`config.mk`:
```
export PLATFORM = sky130hd
export DESIGN_NAME = adc_readout_seq
export DESIGN_NICKNAME = d
export VERILOG_FILES = /design/src/rtl/adc_readout_seq.sv
export SDC_FILE = /design/constraint.sdc
export NUM_CORES = 1
export LEC_CHECK = 0
export BUFFER_PORTS_ARGS = -buffer_cell sky130_fd_sc_hd__buf_2
export CORE_MARGIN = 4
export CORE_UTILIZATION = 45
export CTS_BUF_LIST = sky130_fd_sc_hd__clkbuf_4
export CTS_CLUSTER_DIAMETER = 120
export DETAILED_ROUTE_END_ITERATION = 6
export PLACE_DENSITY_LB_ADDON = 0.1
export SETUP_SLACK_MARGIN = 0.2
export SYNTH_ARGS = -nofsm -noshare
export SYNTH_HDL_FRONTEND = slang
export SYNTH_SLANG_ARGS = --single-unit
export TNS_END_PERCENT = 5
```
`constraint.sdc`:
```
create_clock -name clk -period 2.1 [get_ports clk]
set_input_delay 0.105 -clock clk [delete_from_list [all_inputs] [get_ports clk]]
set_output_delay 0.105 -clock clk [all_outputs]
set_load 0.05 [all_outputs]
```
`src/rtl/adc_readout_seq.sv`:
```
module adc_readout_seq #(
  parameter int CH_COUNT   = 4,
  parameter int VALID_W    = 14,
  parameter int STROBE_CYC = 2,
  parameter int GAP_CYC    = 100000,
  parameter int PERIOD_CYC = 10000000,
  parameter logic [3:0] MODE_WORD = 4'b0011
) (
  input  logic        clk,
  input  logic        rst_n,
  input  logic [15:0] bus_in,
  output logic [15:0] bus_out,
  output logic        bus_oe,
  output logic        wr_n,
  output logic        rd_n,
  output logic        convst_n,
  input  logic        int_n,
  output logic [7:0]  tx_data,
  output logic        tx_valid,
  input  logic        tx_ready
);
  localparam int SW = $clog2(STROBE_CYC + 1);
  localparam int GW = $clog2(GAP_CYC + 1);
  localparam int PW = $clog2(PERIOD_CYC + 1);
  localparam int CW = (CH_COUNT > 1) ? $clog2(CH_COUNT) : 1;
  localparam logic [15:0] KEEP = 16'((32'd1 << VALID_W) - 1);

  typedef enum logic [3:0] {
    S_CSET, S_CWR, S_CHOLD, S_IDLE, S_START, S_WAIT,
    S_READ, S_HI, S_GAP_HI, S_LO, S_GAP_LO
  } st_t;

  st_t           st;
  logic [SW-1:0] scnt;
  logic [GW-1:0] gcnt;
  logic [PW-1:0] pcnt;
  logic [CW-1:0] ch;
  logic [15:0]   res;
  logic          int_meta, int_sync, int_prev, int_seen;
  logic          int_fall;

  assign int_fall = int_prev & ~int_sync;

  always_ff @(posedge clk or negedge rst_n) begin
    if (!rst_n) begin
      int_meta <= 1'b1;
      int_sync <= 1'b1;
      int_prev <= 1'b1;
    end else begin
      int_meta <= int_n;
      int_sync <= int_meta;
      int_prev <= int_sync;
    end
  end

  always_ff @(posedge clk or negedge rst_n) begin
    if (!rst_n) begin
      st       <= S_CSET;
      scnt     <= '0;
      gcnt     <= '0;
      pcnt     <= '0;
      ch       <= '0;
      res      <= '0;
      int_seen <= 1'b0;
    end else begin
      if (pcnt != PW'(PERIOD_CYC - 1)) pcnt <= pcnt + 1'b1;
      if (int_fall && (st == S_START || st == S_WAIT)) int_seen <= 1'b1;
      case (st)
        S_CSET: begin
          st   <= S_CWR;
          scnt <= '0;
        end
        S_CWR:
          if (scnt == SW'(STROBE_CYC - 1)) st <= S_CHOLD;
          else scnt <= scnt + 1'b1;
        S_CHOLD: begin
          st   <= S_IDLE;
          pcnt <= PW'(PERIOD_CYC - 1);
        end
        S_IDLE:
          if (pcnt == PW'(PERIOD_CYC - 1)) begin
            st       <= S_START;
            scnt     <= '0;
            pcnt     <= '0;
            int_seen <= 1'b0;
          end
        S_START:
          if (scnt == SW'(STROBE_CYC - 1)) st <= S_WAIT;
          else scnt <= scnt + 1'b1;
        S_WAIT:
          if (int_seen) begin
            st   <= S_READ;
            scnt <= '0;
            ch   <= '0;
          end
        S_READ:
          if (scnt == SW'(STROBE_CYC - 1)) begin
            res <= bus_in & KEEP;
            st  <= S_HI;
          end else scnt <= scnt + 1'b1;
        S_HI:
          if (tx_ready) begin
            st   <= S_GAP_HI;
            gcnt <= '0;
          end
        S_GAP_HI:
          if (gcnt == GW'(GAP_CYC - 1)) st <= S_LO;
          else gcnt <= gcnt + 1'b1;
        S_LO:
          if (tx_ready) begin
            st   <= S_GAP_LO;
            gcnt <= '0;
          end
        S_GAP_LO:
          if (gcnt == GW'(GAP_CYC - 1)) begin
            if (ch == CW'(CH_COUNT - 1)) st <= S_IDLE;
            else begin
              ch   <= ch + 1'b1;
              scnt <= '0;
              st   <= S_READ;
            end
          end else gcnt <= gcnt + 1'b1;
        default: st <= S_CSET;
      endcase
    end
  end

  assign bus_oe   = (st == S_CSET) || (st == S_CWR) || (st == S_CHOLD);
  assign bus_out  = {12'h000, MODE_WORD};
  assign wr_n     = (st != S_CWR);
  assign convst_n = (st != S_START);
  assign rd_n     = (st != S_READ);
  assign tx_valid = (st == S_HI) || (st == S_LO);
  assign tx_data  = (st == S_HI) ? res[15:8] : res[7:0];

  a_r1_cfg_driven: assert property (@(posedge clk) disable iff (!rst_n)
    !wr_n |-> (bus_oe && bus_out[3:0] == MODE_WORD));
  a_r2_no_drive_on_read: assert property (@(posedge clk) disable iff (!rst_n)
    !rd_n |-> !bus_oe);
  a_r3_no_overlap: assert property (@(posedge clk) disable iff (!rst_n)
    !(!convst_n && !rd_n));
  a_r4_read_after_int: assert property (@(posedge clk) disable iff (!rst_n)
    !rd_n |-> int_seen);
  a_r6_hi_masked: assert property (@(posedge clk) disable iff (!rst_n)
    (tx_valid && st == S_HI) |-> ((tx_data & ~KEEP[15:8]) == 8'h00));
  a_r7_hold: assert property (@(posedge clk) disable iff (!rst_n)
    (tx_valid && !tx_ready) |=> (tx_valid && $stable(tx_data)));
  a_r8_gap_after_accept: assert property (@(posedge clk) disable iff (!rst_n)
    (tx_valid && tx_ready) |=> !tx_valid);
endmodule

```
==> run metrics <==
DP Area 4280 um2; area of the multi-input gates 2060 um2; Syn Area/Cell just under 10 um2; fin. max-slew vios 0; Avg WL per Cell ~15 um; status finished with violations; Pleak approximately 2.2 nW; Min Clock Period, post-route between 2000 and 2500 ps; CP Class reg2reg; die area 9840 um2; Clk pwr share between 10% and 20%; Max VDD drop approximately 1300 uV; antenna cells 0; Total Routing Usage GR 18.2%; Vias just over 3000; ys async rst share 100%; total congestion overflow 0; Critical Path RT between 2000 and 2500 ps; CP startpoint kind register; Initial Utilization a little under half; Die Ht about 100 um; CP Buf/Inv Count 0; Reg area between 1500 and 2000 um2; Top-Level Pins 49; Rows 32; placed insts between 500 and 600; Crit path max-delay family simple AND/OR/NAND/NOR gates; area delta synth->final 30.9%; combinational group share of total power a little under three fifths; post-synthesis cell count around 380; Internal Power a little under 4 mW; sequential area share after synthesis between 40% and 50%; fin cells between 500 and 600; Cell variety after synth 54; drt first pass iters 4; total clock sinks between 60 and 70; first-pass GRT wire length 14.6 mm; Worst path max stage delay roughly 530 ps; Final Setup Violations 2; Reg clk slew, reported paths about 120 ps; unrepaired setup endpoints after global routing true; post-DP HPWL 5.85 mm; Worst path slowest cell or4_4; worst skew pair latency between 400 and 500 ps; drt initial violations between 80 and 90; final instance area 4900 um2; crit end category register; Seq pwr share around 28%; PD cells 1380 nW/um2; Sw Share between 40 and 50%; PortBufs 30; synth warn 0; Cell Chain, Critical Path ha_2, and4_4, nand3_4, or4_4, a211o_1, mux2_1; core area approximately 7900 um2; Crit Path Max Fanout 4; Fin Clk Skew a little over 20 ps; Clock Tree Buf Depth 2; fill cell count slightly above 600; final wirelength about 8.6 mm; H-tree depth 3; Final Hold Fails 0; most common flop cell mapped by yosys dfrtp_1; fmax 0.470 GHz; worst reg-to-reg setup slack -30 ps; max-cap violations 0; CP Data Arrival Time around 2400 ps; Final WS setup -28.1 ps; failing checks negative setup slack; EDFF count, synth 0; Remaining DRCs 0; DIE WIDTH ~99 um; HP Class in2reg; fin crit share 101%; CTS tree built; Nets between 400 and 500; Synth Cell Area roughly 3700 um2; Net Switching between 2 and 3 mW; Setup WS pre-CTS -106 ps; flops & latches, synth 67; TritonCTS buffer count 9; Finished Core Util between 60% and 70%; fraction of layout cells with a size suffix above 1 between 30% and 40%; Final Wtd Congestion 0.862; Clock Tree Root clkbuf_4; final setup TNS -50.1 ps; largest net degree at the start of global routing between 60 and 70; initial antenna violation count 0; DR vias/cell 5.34; antenna viol nets, final 0; vias in the first global route 2995
cells in the mapped netlist (6+ instances only):
cell type | number | share of area (%)
nand2b_1 | 6 | 1.0
buf_4 | 18 | 3.6
xor2_1 | 22 | 5.1
dfrtp_1 | 64 | 43
or3_1 | 10 | 1.7
o21ai_0 | 22 | 2.9
a21oi_1 | 17 | 2.3
mux2_2 | 23 | 6.9
clkbuf_1 | 9 | 0.90
and3_1 | 10 | 1.7
nand2_1 | 22 | 2.2
nor2_1 | 33 | 3.3
nand3_1 | 24 | 3.2
and4_1 | 8 | 1.9
inv_1 | 8 | 0.80
o211ai_1 | 6 | 1.2
metrics by stage:
stage	power, mW	hold WS (ps)
2_1_floorplan	4.08	-191
3_5_place_dp	5.03	152
4_1_cts	6.57	76.4
3_3_place_gp	4.99	153
5_1_grt	7.19	134
6_report	6.74	134
worst paths after layout:
path                          start        to  cells after the start
setup / recovery            pcnt[0]   scnt[1]                      6
hold / removal             tx_ready     st[2]                      3
setup reg to reg            pcnt[0]   scnt[1]                      6
hold reg to reg            int_meta  int_sync                      0
max in group asynchronous     rst_n  int_sync                      3
min in group asynchronous     rst_n  gcnt[16]                      3
registers in the layout, indices dropped and copies added, names as in the netlist:
name,cells
gcnt,17
ch,2
int_sync,1
res,14
int_prev,1
int_seen,1
scnt,2
st,4
pcnt,24
int_meta,1
cells in the final DEF, fill, tap and decap left out, types with 16 or more instances in the layout:
master and instances:
xor2_1 22, dfrtp_1 61, dlygate4sd3_1 16, conb_1 16, a21oi_1 16, mux2_2 17, nor2_1 30, nand2_1 22
buf_2 21, o21ai_0 19, buf_4 46, nand3_1 24
routing by layer:
| layer | global-route usage, % | share of wire, % | routed length [um] | up-vias |
|---|---|---|---|---|
| met1 | 24.6 | 46 | 3990 | 1470 |
| li1 | - | - | - | 1530 |
| met5 | 0 | 0 | 0 | - |
| met3 | 5.12 | 4.5 | 386 | 17 |
| met2 | 28.7 | 47 | 4070 | 68 |
| met4 | 5.36 | 1.8 | 152 | 0 |
worst register-to-register path, delay by kind of cell, from the launching register on:
family                     cells  cell delay, ps
and+or+nand+nor                3             840
adders and majority gates      1             180
muxes                          1             310
AOI/OAI and AO/OA              1             320
DFF                            1             370
power by group through the flow:
stage,combinational [mW],sequential [mW],clock (mW)
2_1_floorplan,2.22,1.86,0
3_3_place_gp,3.11,1.88,0
3_5_place_dp,3.13,1.89,0
4_1_cts,3.55,1.89,1.13
5_1_grt,4.06,1.94,1.19
6_report,3.74,1.91,1.09
area by class of cell:
| class | instances | share of cell area, % |
|---|---|---|
| multi-input cells | 288 | 42.1 |
| clock buffers | 9 | 1.38 |
| inverters | 8 | 0.613 |
| well taps | 102 | 2.61 |
| clock inverters | 7 | 2.38 |
| repair buffers | 97 | 16.6 |
| flip-flops and latches | 67 | 34.4 |
timing repair:
item                                    in CTS  in global routing
endpoints found under the setup margin      46                 48
endpoints found under the hold margin       82                  0
gates resized for setup                     48                 25
gates cloned                                 0                  0
pin swaps                                    8                 14
hold buffers                                16                  0
buffers inserted                             1                  0
cell families (layout without fill, tap and decap cells):
kind of cell | Yosys count | after routing | synth area share (%)
other | 2 | 16 | 0.201
adders and majority gates | 5 | 5 | 1.67
and+or+nand+nor | 145 | 145 | 22.0
muxes | 27 | 27 | 8.06
xor gates and xnor gates | 24 | 24 | 5.62
DFF | 67 | 67 | 44.9
AOI/OAI and AO/OA | 71 | 71 | 11.8
buffers and inverters | 38 | 121 | 5.72
(Power assumes the default switching activity.)
